## src/rtl/frame_tx_pkg.sv

```systemverilog
package frame_tx_pkg;

  // Strobes from the sequencer to the datapath, valid for one clock.
  typedef struct packed {
    logic load;     // copy holding register into the shifter
    logic advance;  // move to the next bit of the frame
    logic finish;   // last stop bit has just completed
  } txStrobe_t;

endpackage

```

## src/rtl/frame_tx_ctrl.sv

```systemverilog
module frame_tx_ctrl
  import frame_tx_pkg::*;
#(
  parameter int DATA_W     = 8,
  parameter int OVERSAMPLE = 16
) (
  input  logic      clk,
  input  logic      rstN,
  input  logic      tick16,
  input  logic      holdFull,
  input  logic      charShort,
  input  logic      parityOn,
  input  logic      twoStop,
  input  logic      clkOutEn,
  output txStrobe_t strobe,
  output logic      bitClk
);

  localparam int FRAME_W = DATA_W + 4;
  localparam int LEN_W   = $clog2(FRAME_W + 1);
  localparam int CNT_W   = $clog2(OVERSAMPLE);
  localparam logic [CNT_W-1:0] CNT_LAST = CNT_W'(OVERSAMPLE - 1);
  localparam logic [CNT_W-1:0] CNT_MID  = CNT_W'(OVERSAMPLE / 2);

  logic             busy;
  logic [CNT_W-1:0] sampleCnt;
  logic [LEN_W-1:0] bitsLeft;
  logic [LEN_W-1:0] frameLen;
  logic             advance;
  logic             finish;
  logic             load;

  // Frame length is fixed by the format at the moment of transfer.
  always_comb begin
    frameLen = LEN_W'(1 + (charShort ? DATA_W - 1 : DATA_W)
                        + (parityOn ? 1 : 0) + (twoStop ? 2 : 1));
  end

  assign advance = busy && tick16 && (sampleCnt == CNT_LAST);
  assign finish  = advance && (bitsLeft == LEN_W'(1));
  assign load    = holdFull && (!busy || finish);

  always_ff @(posedge clk) begin
    if (!rstN) begin
      busy      <= 1'b0;
      sampleCnt <= '0;
      bitsLeft  <= '0;
    end else if (load) begin
      busy      <= 1'b1;
      sampleCnt <= '0;
      bitsLeft  <= frameLen;
    end else if (finish) begin
      busy      <= 1'b0;
      sampleCnt <= '0;
      bitsLeft  <= '0;
    end else if (busy && tick16) begin
      sampleCnt <= sampleCnt + 1'b1;
      if (advance) bitsLeft <= bitsLeft - 1'b1;
    end
  end

  always_comb begin
    strobe.load    = load;
    strobe.advance = advance;
    strobe.finish  = finish;
  end

  // Low for the first half of every bit, high for the second half.
  assign bitClk = !clkOutEn || !busy || (sampleCnt >= CNT_MID);

endmodule

```

## src/rtl/frame_tx_dpath.sv

```systemverilog
module frame_tx_dpath
  import frame_tx_pkg::*;
#(
  parameter int DATA_W = 8
) (
  input  logic              clk,
  input  logic              rstN,
  input  logic              wrEn,
  input  logic [DATA_W-1:0] wrData,
  input  logic              charShort,
  input  logic              parityOn,
  input  logic              parityOdd,
  input  txStrobe_t         strobe,
  output logic              holdFull,
  output logic              txLine,
  output logic              txDone
);

  localparam int FRAME_W = DATA_W + 4;

  logic [DATA_W-1:0]  holdReg;
  logic [DATA_W-1:0]  dataMask;
  logic [FRAME_W-1:0] shiftReg;
  logic [FRAME_W-1:0] frameImg;
  logic               parityBit;
  int                 dataLen;

  // Build the frame image: start bit at position 0, stop bits come from the ones fill.
  always_comb begin
    dataLen   = charShort ? DATA_W - 1 : DATA_W;
    dataMask  = charShort ? {1'b0, {(DATA_W-1){1'b1}}} : {DATA_W{1'b1}};
    parityBit = parityOdd ^ (^(holdReg & dataMask));
    frameImg  = '1;
    frameImg[0] = 1'b0;
    for (int i = 0; i < DATA_W; i++) begin
      if (i < dataLen) frameImg[i+1] = holdReg[i];
    end
    if (parityOn) frameImg[dataLen+1] = parityBit;
  end

  always_ff @(posedge clk) begin
    if (!rstN) begin
      holdReg  <= '0;
      holdFull <= 1'b0;
    end else begin
      if (wrEn) holdReg <= wrData;
      if (wrEn)             holdFull <= 1'b1;
      else if (strobe.load) holdFull <= 1'b0;
    end
  end

  always_ff @(posedge clk) begin
    if (!rstN)               shiftReg <= '1;
    else if (strobe.load)    shiftReg <= frameImg;
    else if (strobe.advance) shiftReg <= {1'b1, shiftReg[FRAME_W-1:1]};
  end

  always_ff @(posedge clk) begin
    if (!rstN)                              txDone <= 1'b1;
    else if (wrEn)                          txDone <= 1'b0;
    else if (strobe.finish && !strobe.load) txDone <= 1'b1;
  end

  assign txLine = shiftReg[0];

endmodule

```

## src/rtl/frame_tx.sv

```systemverilog
module frame_tx
  import frame_tx_pkg::*;
#(
  parameter int DATA_W     = 8,
  parameter int OVERSAMPLE = 16
) (
  input  logic              clk,
  input  logic              rstN,
  input  logic              tick16,
  input  logic              wrEn,
  input  logic [DATA_W-1:0] wrData,
  input  logic              charShort,
  input  logic              parityOn,
  input  logic              parityOdd,
  input  logic              twoStop,
  input  logic              clkOutEn,
  output logic              txLine,
  output logic              bitClk,
  output logic              holdEmpty,
  output logic              txDone
);

  txStrobe_t strobe;
  logic      holdFull;

  frame_tx_ctrl #(.DATA_W(DATA_W), .OVERSAMPLE(OVERSAMPLE)) u_ctrl (
    .clk       (clk),
    .rstN      (rstN),
    .tick16    (tick16),
    .holdFull  (holdFull),
    .charShort (charShort),
    .parityOn  (parityOn),
    .twoStop   (twoStop),
    .clkOutEn  (clkOutEn),
    .strobe    (strobe),
    .bitClk    (bitClk)
  );

  frame_tx_dpath #(.DATA_W(DATA_W)) u_dpath (
    .clk       (clk),
    .rstN      (rstN),
    .wrEn      (wrEn),
    .wrData    (wrData),
    .charShort (charShort),
    .parityOn  (parityOn),
    .parityOdd (parityOdd),
    .strobe    (strobe),
    .holdFull  (holdFull),
    .txLine    (txLine),
    .txDone    (txDone)
  );

  assign holdEmpty = !holdFull;

endmodule

```

## config.mk

```make
export PLATFORM = sky130hd
export DESIGN_NAME = frame_tx
export DESIGN_NICKNAME = d
export VERILOG_FILES = /design/src/rtl/frame_tx_pkg.sv /design/src/rtl/frame_tx_ctrl.sv /design/src/rtl/frame_tx_dpath.sv /design/src/rtl/frame_tx.sv
export SDC_FILE = /design/constraint.sdc
export NUM_CORES = 1
export LEC_CHECK = 0
export ABC_AREA = 1
export BUFFER_PORTS_ARGS = -buffer_cell sky130_fd_sc_hd__buf_2
export CAP_MARGIN = 5
export CORE_MARGIN = 8
export CORE_UTILIZATION = 30
export CTS_BUF_LIST = sky130_fd_sc_hd__clkbuf_4 sky130_fd_sc_hd__clkbuf_8
export DETAILED_ROUTE_END_ITERATION = 10
export SLEW_MARGIN = 5
export SYNTH_ARGS = -nofsm -noshare
export SYNTH_HDL_FRONTEND = slang
export SYNTH_HIERARCHICAL = 1
export SYNTH_SLANG_ARGS = --single-unit
```

## constraint.sdc

```tcl
create_clock -name clk -period 4.6 [get_ports clk]
set_clock_uncertainty 0.05 [all_clocks]
set_input_delay 1.38 -clock clk [delete_from_list [all_inputs] [get_ports clk]]
set_output_delay 1.38 -clock clk [all_outputs]
set_load 0.005 [all_outputs]
```

==> flow_summary_export.csv, run 1 <==
group,metric,value,unit
clock_tree,clk_latency,0.27,ns
sta,finalCriticalPeriod,3.08,ns
drt,wirelength,3480,um
sta,relSlewSlack,63.5,%
die,die_height,91.8,um
die,die_x,91.8,um
synthesis,synth_seq_area_share,33.6,%
synthesis,async_flop_share,0,%
drt,vias,1518,
drt,viasPerCell,4.43,
grt,grt_pass1_wl,5990,um
clock_tree,clockBufferDepth,2,
synthesis,synth_cell_types,28,
drt,route.detailed.drc,0,
setup_path,crit_path_start_kind,"primary input",
clock_tree,clk_pin_slew,0.06,ns
cells_and_area,fin_util,35.4,%
placement,routabilityCongestion,0.764,
sta,finalMaxSlewViolations,0,
grt,track_usage,8.59,%
clock_tree,clock-sinks,29,
synthesis,yosysWarnings,6,
min_path,hold_path_class,"flop to flop",
synthesis,synthTopCellsByArea,"dfxtp_1, nand2_1, inv_1",
setup_path,worstPathArrival,1.65,ns
setup_path,r2r-start,"u_ctrl/sampleCnt[0]$_SDFFE_PP0P_",
drt,drt_iter0_markers,65,
synthesis,synth_top_flop_cell,"dfxtp_1",
sta,rsz0062_at_grt,"no",
run,max_cap_viol_count,0,
setup_path,cp_max_fo,1,
grt,overflow,0,
clock_tree,cts_tree,"built",
grt,grt_start_max_net_pins,26,
sta,setup_violations,0,
setup_path,cp-end-kind,"output port",
min_path,hold_path_end,"u_dpath/shiftReg[0]$_SDFFE_PN1P_",
cells_and_area,area_growth,13.7,%
synthesis,syn-num-nets,278,
synthesis,synth_top_cell_area_share,33.6,%
synthesis,synth_seq_cells,29,
synthesis,netlist_area,0.00173,sq mm
setup_path,ff2ff_path_depth,10,
placement,place_area,0.00188,sq mm
clock_tree,cts_resized,0,
sta,tns,0,ns
cells_and_area,nNetsFinal,298,
clock_tree,post-cts-setup-buffers,0,
clock_tree,hold_buffers,0,
clock_tree,cts_max_level,2,
die,die-area,0.00843,sq mm
synthesis,synth_most_common_cell,"nand2_1",
cells_and_area,fill_cells,614,
clock_tree,cts_buffers,5,
power_and_ir_drop,peakVddDrop,142,uV
placement,dpl_worst_slack,1.43,ns
synthesis,syn_area_per_cell,6.90,sq um
setup_path,cp.required,3.17,ns
status,status,"complete, no violations",
cells_and_area,fin_cells,343,
placement,numPortBuffers,20,
cells_and_area,drive_above_1_share,16.6,%
drt,ant_nets,0,
die,ios,21,
cells_and_area,fin_area,0.00196,sq mm
setup_path,worstSetupPathType,"primary input to output port",
synthesis,synth_edf_count,0,
power_and_ir_drop,powerDensity,308,mW/mm^2
die,placeableCoreArea,0.00554,sq mm
min_path,hold_start,"u_dpath/shiftReg[0]$_SDFFE_PN1P_",
synthesis,yosysTopAreaCell,"dfxtp_1",
die,initial_core_util,31.1,%
die,rows,27,
grt,grt_pass1_vias,1377,
sta,period_share,66.9,%
grt,antenna_found_initial,0,
power_and_ir_drop,leakagePower,0.969,nW
drt,first_pass_iters,4,
sta,fmax,325,MHz
sta,hold_viol,0,
power_and_ir_drop,finalPower,0.605,mW
sta,whs,0.406,ns
synthesis,synthCells,250,
min_path,hold-path-cell-count,2,
setup_path,ff2ff_setup_slack,2.33,ns
placement,numPlacedInstances,335,
cells_and_area,diodes,0,
drt,avgRoutedWirePerCell,10.2,um
sta,worstMarginPinSlew,0.545,ns
synthesis,synth_common_cells,"nand2_1, inv_1, dfxtp_1, nor2_1, o21ai_0",
setup_path,reg2reg_to,"u_dpath/shiftReg[5]$_SDFFE_PN1P_",
sta,setup_ws,1.52,ns
placement,dp_hpwl,2670,um
clock_tree,clock-root-buffer,"clkbuf_8",
[per-layer routing]
layer  wire length, um  up-vias  GRT usage [%]
li1                  -      827              -
met1              1780      663           10.7
met2              1510       23           13.3
met3               163        5           3.18
met4                32        0           3.22
met5                 0        -              0
[registers in the layout, indices dropped and copies added, names as in the netlist]
register / count
u_dpath/holdFull: 1
u_dpath/txDone: 1
u_dpath/holdReg: 8
u_dpath/shiftReg: 10
u_ctrl/bitsLeft: 4
u_ctrl/sampleCnt: 4
u_ctrl/busy: 1
[worst max path at each step]
stage | start | cells past startpoint | to | slack (ns)
4_1_cts | clkOutEn | 3 | bitClk | 1.52
2_1_floorplan | clkOutEn | 1 | bitClk | 1.72
3_3_place_gp | tick16 | 11 | u_dpath/shiftReg[1]$_SDFFE_PN1P_ | 1.48
3_5_place_dp | tick16 | 10 | u_dpath/shiftReg[5]$_SDFFE_PN1P_ | 1.43
5_1_grt | clkOutEn | 3 | bitClk | 1.49
6_report | clkOutEn | 3 | bitClk | 1.52
[layout by cell type (no fill, tap or decap), types with 3 or more instances in the layout]
cell,n
nand2_1,49
o211ai_1,4
a21oi_1,12
dfxtp_1,29
inv_1,41
nand2_2,7
clkbuf_8,5
xnor2_1,3
o22ai_1,3
ha_1,10
o21ai_0,22
buf_2,20
nor3_1,3
nor2_1,22
nand3_1,17
nand4_1,3
nand3_2,3
[worst max-delay path, cell delays in order]
cell and delay, ns:
buf_2 0.08, nand3b_1 0.06, buf_2 0.13
[report_power, final]
group          internal [mW]  switching (mW)
Clock                  0.110          0.0951
Combinational         0.0469          0.0694
Sequential             0.269          0.0141
Total                  0.426           0.179
[kinds of logic (layout without fill, tap and decap cells)]
logic type / count (synthesis) / in the layout / share of synthesized area (%)
flip-flops: 29 / 29 / 33.6
buffers and inverters: 52 / 73 / 12.1
XOR/XNOR: 5 / 5 / 2.54
AND/OR/NAND/NOR: 111 / 111 / 30.2
AO/OA/AOI/OAI: 42 / 42 / 13.1
adder cells (fa/ha/maj): 11 / 11 / 8.41
[cell type report]
class                   instances  area [sq um]  area share [%]
multi-input cells             169           936            47.7
clock inverters                 2          10.0           0.510
inverters                      45           169            8.61
well taps                      72          90.1            4.59
flip-flops and latches         29           581            29.6
repair buffers                 20           100            5.10
clock buffers                   6          76.3            3.89
(Power assumes the default switching activity.)
==> run 2: changes to the inputs <==
Clock period 4.6 ns to 2.65 ns, I/O delays scaled along.
==> flow_summary_export.csv, run 2 (synthesis gave the netlist of run 1 again) <==
group,metric,value,unit
cells_and_area,diodes,0,
cells_and_area,largest_reg_flops,10,
sta,period_share,81.2,%
setup_path,worstSetupPathType,"primary input to flop",
cells_and_area,drive_above_1_share,17.2,%
setup_path,slowest_delay,0.26,ns
min_path,hold_path_class,"flop to flop",
power_and_ir_drop,power.switching,0.313,mW
placement,dpl_worst_slack,0.203,ns
die,die_x,91.8,um
drt,first_pass_iters,4,
placement,routabilityCongestion,0.760,
sta,setup_violations,0,
setup_path,cp-end-kind,"flop",
clock_tree,cts_resized,0,
cells_and_area,multiInputGateArea,936,sq um
setup_path,crit_slowest_cell,"clkinv_1",
drt,viasPerCell,4.51,
power_and_ir_drop,p_int,0.743,mW
power_and_ir_drop,powerDensity,534,mW/mm^2
min_path,hold_start,"u_dpath/shiftReg[0]$_SDFFE_PN1P_",
cells_and_area,area_growth,14.6,%
clock_tree,clk_pin_slew,0.06,ns
placement,dp_hpwl,2640,um
grt,grt_pass1_vias,1527,
grt,grt_start_max_net_pins,26,
sta,rsz0062_at_grt,"no",
grt,grt_use_met1,11.1,%
grt,use_met2,14.3,%
setup_path,cp_top_family,"simple AND/OR/NAND/NOR gates",
setup_path,cp.required,2.75,ns
clock_tree,hold_buffers,0,
cells_and_area,nNetsFinal,300,
setup_path,cp_cell_sequence,"buf_2 -> nand2_2 -> nor2_4 -> nand2_4 -> nand2_2 -> nand2_2 -> inv_1 -> clkinv_1 -> o21ai_0 -> o211ai_1",
setup_path,startpoint,"tick16",
clock_tree,cts_max_level,2,
cells_and_area,fill_cells,609,
cells_and_area,largest_registers,"u_dpath/shiftReg: 10 flops, u_dpath/holdReg: 8 flops",
setup_path,r2r-start,"u_ctrl/sampleCnt[0]$_SDFFE_PP0P_",
cells_and_area,regArea,581,sq um
clock_tree,post-cts-setup-buffers,0,
grt,grtUsageMet3,3.67,%
clock_tree,clockBufferDepth,2,
sta,relSlewSlack,71.4,%
grt,antenna_found_initial,0,
drt,drt_iter0_markers,94,
setup_path,cp_max_fo,10,
die,die_height,91.8,um
die,initial_core_util,31.1,%
clock_tree,clock-root-buffer,"clkbuf_8",
power_and_ir_drop,swShare,29.6,%
drt,route.detailed.drc,0,
drt,ant_nets,0,
grt,overflow,0,
drt,avgRoutedWirePerCell,10.3,um
cells_and_area,fin_area,0.00198,sq mm
die,placeableCoreArea,0.00554,sq mm
cells_and_area,largest-register,"u_dpath/shiftReg",
die,rows,27,
status,status,"complete, no violations",
drt,vias,1557,
grt,track_usage,9.18,%
power_and_ir_drop,leakagePower,0.979,nW
setup_path,worstPathArrival,2.25,ns
cells_and_area,mostFrequentLayoutCell,"nand2_1",
sta,setup_ws,0.499,ns
drt,wirelength,3540,um
setup_path,crit_top_cell,"nand2_2",
sta,finalMaxSlewViolations,0,
clock_tree,clk_latency,0.28,ns
power_and_ir_drop,peakVddDrop,305,uV
clock_tree,clock-sinks,29,
grt,top_usage_layer,"met2",
die,die-area,0.00843,sq mm
sta,fmax,465,MHz
clock_tree,cts_tree,"built",
grt,grt_pass1_wl,6440,um
sta,worstMarginPinSlew,0.428,ns
cells_and_area,layout_common_cells,"nand2_1, inv_1, dfxtp_1",
placement,place_area,0.00189,sq mm
sta,hold_viol,0,
sta,tns,0,ns
run,max_cap_viol_count,0,
die,ios,21,
power_and_ir_drop,p_comb_share,19.5,%
power_and_ir_drop,pwr-share-seq,46.5,%
placement,numPortBuffers,20,
setup_path,cp_num_buf_inv,3,
clock_tree,cts_buffers,5,
setup_path,crit_path_start_kind,"primary input",
power_and_ir_drop,clock_power_share,34.0,%
sta,finalCriticalPeriod,2.15,ns
run 2: cell types whose count changed in the layout (fill, tap and decap cells not counted):
cell,change
buf_4,+2
run 2: worst register-to-register path, delay by kind of cell (launching register included):
family	cells	cell delay [ns]
compound gates	2	0.36
fa+ha+maj	1	0.19
buf+inv	2	0.43
flops	1	0.38
simple gates	5	0.58
run 2: worst paths after layout:
path                                                          to  slack, ns  cells after the start
worst max-delay path            u_dpath/shiftReg[2]$_SDFFE_PN1P_       0.50                     10
worst min-delay path            u_dpath/shiftReg[0]$_SDFFE_PN1P_       0.41                      2
worst max register to register  u_dpath/shiftReg[2]$_SDFFE_PN1P_       0.53                     10
worst min register to register  u_dpath/shiftReg[0]$_SDFFE_PN1P_       0.41                      2
run 2: final cells by class:
type	instances	area share, %
clock buffer	6	3.86
clock inverter	2	0.506
inverter	45	8.54
multi-input combinational	169	47.3
timing repair buffer	22	5.82
tap	72	4.56
sequential	29	29.4
run 2: metrics by stage:
stage | utilization [%] | std cells | hold slack, ns | power (mW)
CTS | 35.7 | 345 | 0.413 | 1.08
global placement | 34.1 | 337 | 0.395 | 0.706
floorplan | - | 250 | 0.387 | 0.651
finish | 35.7 | 345 | 0.406 | 1.06
global route | 35.7 | 345 | 0.461 | 1.13
detailed placement | 34.1 | 337 | 0.396 | 0.707
run 2: routing by layer:
metal,up-vias,wire [um]
met1,686,1760
met2,30,1530
li1,837,-
met3,4,191
met5,-,0
met4,0,53
run 2: power by group through the flow:
stage	combinational, mW	sequential (mW)	clock [mW]
5_1_grt	0.244	0.494	0.397
3_5_place_dp	0.208	0.499	0
3_3_place_gp	0.206	0.500	0
2_1_floorplan	0.158	0.493	0
4_1_cts	0.209	0.490	0.380
6_report	0.206	0.490	0.359
==> run 3: changes to the inputs <==
Settings changed: ABC_AREA 1 to 0.
Clock period 2.65 ns to 1.8 ns, I/O delays scaled along.
==> flow_summary_export.csv, run 3 <==
group,metric,value,unit
sta,finalCriticalPeriod,1.88,ns
die,die_x,89.9,um
synthesis,netlist_area,0.00164,sq mm
synthesis,synthCells,183,
synthesis,syn-num-nets,211,
synthesis,synth_cell_types,40,
clock_tree,clockBufferDepth,2,
cells_and_area,nNetsFinal,263,
placement,routabilityCongestion,0.833,
drt,route.detailed.drc,0,
drt,wirelength,3530,um
run,max_cap_viol_count,0,
sta,finalMaxSlewViolations,0,
clock_tree,clk_pin_slew,0.07,ns
grt,use_met2,14.4,%
sta,fmax,531,MHz
clock_tree,clock-sinks,29,
setup_path,crit_slowest_cell,"or3b_4",
sta,worstMarginPinSlew,0.306,ns
clock_tree,clock-root-buffer,"clkbuf_8",
die,die-area,0.00808,sq mm
die,initial_core_util,30.3,%
cells_and_area,drive_above_1_share,36.9,%
cells_and_area,multiInputGateArea,0.00103,sq mm
grt,top_usage_layer,"met2",
cells_and_area,mostFrequentLayoutCell,"buf_4",
sta,relSlewSlack,79.4,%
synthesis,synth_top_cell_area_share,35.4,%
cells_and_area,fill_cells,566,
synthesis,yosysTopAreaCell,"dfxtp_1",
synthesis,yosysWarnings,6,
setup_path,crit_path_start_kind,"flop",
drt,first_pass_iters,4,
setup_path,ff2ff_path_depth,8,
setup_path,reg2reg_to,"u_dpath/shiftReg[9]$_SDFFE_PN1P_",
cells_and_area,layout_common_cells,"buf_4, dfxtp_1, nand2_1",
setup_path,ff2ff_setup_slack,-0.08,ns
synthesis,synthTopCellsByArea,"dfxtp_1, mux2i_1, ha_1",
setup_path,worstSetupPathType,"flop to flop",
cells_and_area,largest_registers,"u_dpath/shiftReg: 10 flops, u_dpath/holdReg: 8 flops",
setup_path,cp_top_family,"simple AND/OR/NAND/NOR gates",
placement,numPortBuffers,20,
clock_tree,cts_tree,"built",
die,ios,21,
grt,grt_pass1_vias,1321,
sta,period_share,105,%
drt,avgRoutedWirePerCell,11.4,um
placement,place_area,0.00208,sq mm
grt,grt_start_max_net_pins,20,
grt,grtUsageMet3,2.91,%
power_and_ir_drop,powerDensity,782,mW/mm^2
synthesis,synth_most_common_cell,"dfxtp_1",
cells_and_area,largest_reg_flops,10,
synthesis,synth_seq_area_share,35.4,%
cells_and_area,fin_area,0.00228,sq mm
drt,vias,1366,
die,die_height,89.9,um
min_path,hold_path_end,"u_dpath/holdReg[2]$_SDFFE_PN0P_",
cells_and_area,largest-register,"u_dpath/shiftReg",
status,status,"complete, but fails checks",
setup_path,r2r-start,"u_ctrl/bitsLeft[1]$_SDFFE_PN0P_",
synthesis,synth_top_flop_cell,"dfxtp_1",
power_and_ir_drop,peakVddDrop,374,uV
die,placeableCoreArea,0.00541,sq mm
sta,setup_ws,-0.0844,ns
clock_tree,cts_max_level,2,
setup_path,slowest_delay,0.39,ns
synthesis,synth_edf_count,0,
clock_tree,hold_buffers,0,
die,rows,27,
min_path,hold_start,"wrData[2]",
setup_path,cp_max_fo,5,
sta,rsz0062_at_grt,"yes",
synthesis,async_flop_share,0,%
drt,ant_nets,0,
cells_and_area,diodes,0,
sta,setup_violations,9,
sta,tns,-0.431,ns
setup_path,cp.required,1.91,ns
placement,dp_hpwl,2690,um
setup_path,cp-end-kind,"flop",
drt,viasPerCell,4.44,
synthesis,synth_seq_cells,29,
drt,drt_iter0_markers,148,
cells_and_area,fin_util,42.2,%
grt,antenna_found_initial,0,
clock_tree,cts_buffers,5,
grt,overflow,0,
min_path,hold_path_class,"primary input to flop",
setup_path,cp_cell_sequence,"inv_2 -> ha_4 -> or3b_4 -> o31ai_4 -> and2_4 -> buf_6 -> and4b_1 -> a21oi_1",
cells_and_area,area_growth,39.2,%
grt,track_usage,9.13,%
synthesis,syn_area_per_cell,8.96,sq um
grt,grt_use_met1,11.1,%
sta,hold_viol,0,
clock_tree,clk_latency,0.28,ns
cells_and_area,regArea,583,sq um
synthesis,synth_common_cells,"dfxtp_1, nand2_1, mux2i_1, inv_1, o21ai_0",
min_path,hold-path-cell-count,3,
power_and_ir_drop,leakagePower,0.915,nW
setup_path,cp_num_buf_inv,2,
grt,grt_pass1_wl,6150,um
setup_path,worstPathArrival,1.99,ns
status,violations,"setup timing",
-- run 3: cell types whose count changed after synthesis, sizes merged, moves of 10 or more --
| cell | previous run | this run |
|---|---|---|
| inv | 43 | 14 |
| mux2i | 0 | 17 |
| nand2 | 58 | 21 |
| nand3 | 20 | 4 |
| nor2 | 24 | 6 |
| nor2b | 0 | 10 |
-- run 3: cell type report --
type,count,share of cell area (%)
Multi-Input combinational cell,129,45.1
Inverter,15,3.40
Clock inverter,3,2.03
Clock buffer,5,3.02
Sequential cell,29,25.6
Tap cell,72,3.95
Timing Repair Buffer,55,17.0
-- run 3: where the power goes --
part / leakage [nW] / internal, mW / total [mW] / switching [mW]
Clock: 0.0543 / 0.414 / 0.679 / 0.265
Combinational: 0.621 / 0.208 / 0.386 / 0.178
Sequential: 0.240 / 0.686 / 0.719 / 0.0325
Total: 0.915 / 1.31 / 1.78 / 0.476
-- run 3: how the worst max path moves through the flow --
stage                                          from                          endpoint  depth (start not counted)
global placement                            twoStop   u_ctrl/bitsLeft[1]$_SDFFE_PN0P_                          9
finish              u_ctrl/bitsLeft[1]$_SDFFE_PN0P_  u_dpath/shiftReg[9]$_SDFFE_PN1P_                          8
detailed placement                          twoStop   u_ctrl/bitsLeft[1]$_SDFFE_PN0P_                          9
global route        u_ctrl/bitsLeft[1]$_SDFFE_PN0P_  u_dpath/shiftReg[8]$_SDFFE_PN1P_                         10
floorplan           u_ctrl/bitsLeft[1]$_SDFFE_PN0P_  u_dpath/shiftReg[1]$_SDFFE_PN1P_                         11
CTS                 u_ctrl/bitsLeft[1]$_SDFFE_PN0P_  u_dpath/shiftReg[8]$_SDFFE_PN1P_                         10
-- run 3: cells by family after synthesis --
logic type	Yosys count	synth area share (%)
and+or+nand+nor	55	17.5
AOI/OAI and AO/OA	32	13.1
DFF	29	35.4
buffers and inverters	25	7.10
muxes	18	11.1
xor gates and xnor gates	13	6.95
adders and majority gates	11	8.86
-- run 3: layer usage --
layer  routed length, um  up-vias  share of wire, %
li1                    -      723                 -
met1                1700      620                48
met2                1640       21                47
met3                 143        2               4.1
met4                  40        0               1.1
met5                   0        -                 0
-- run 3: tightest hold or removal path: cells and delay by family --
kind | cells | cell delay, ns
buffers and inverters | 1 | 0.07
multiplexers | 1 | 0.05
AND/OR/NAND/NOR | 1 | 0.09
-- run 3: what timing repair did --
action | in CTS | in global routing
resized for setup | 4 | 3
cloned | 0 | 0
endpoints found under the hold margin | 0 | 0
setup buffers | 2 | 3
endpoints found under the setup margin | 13 | 15
pin swaps | 2 | 2
-- run 3: through the flow --
stage | hold slack (ns) | total power, mW | cells | setup WS, ns
2_1_floorplan | 0.403 | 0.976 | 183 | -0.280
3_3_place_gp | 0.445 | 1.10 | 295 | -0.276
3_5_place_dp | 0.455 | 1.10 | 295 | -0.295
4_1_cts | 0.457 | 1.80 | 305 | -0.0800
5_1_grt | 0.468 | 1.89 | 308 | -0.209
6_report | 0.466 | 1.78 | 308 | -0.0844
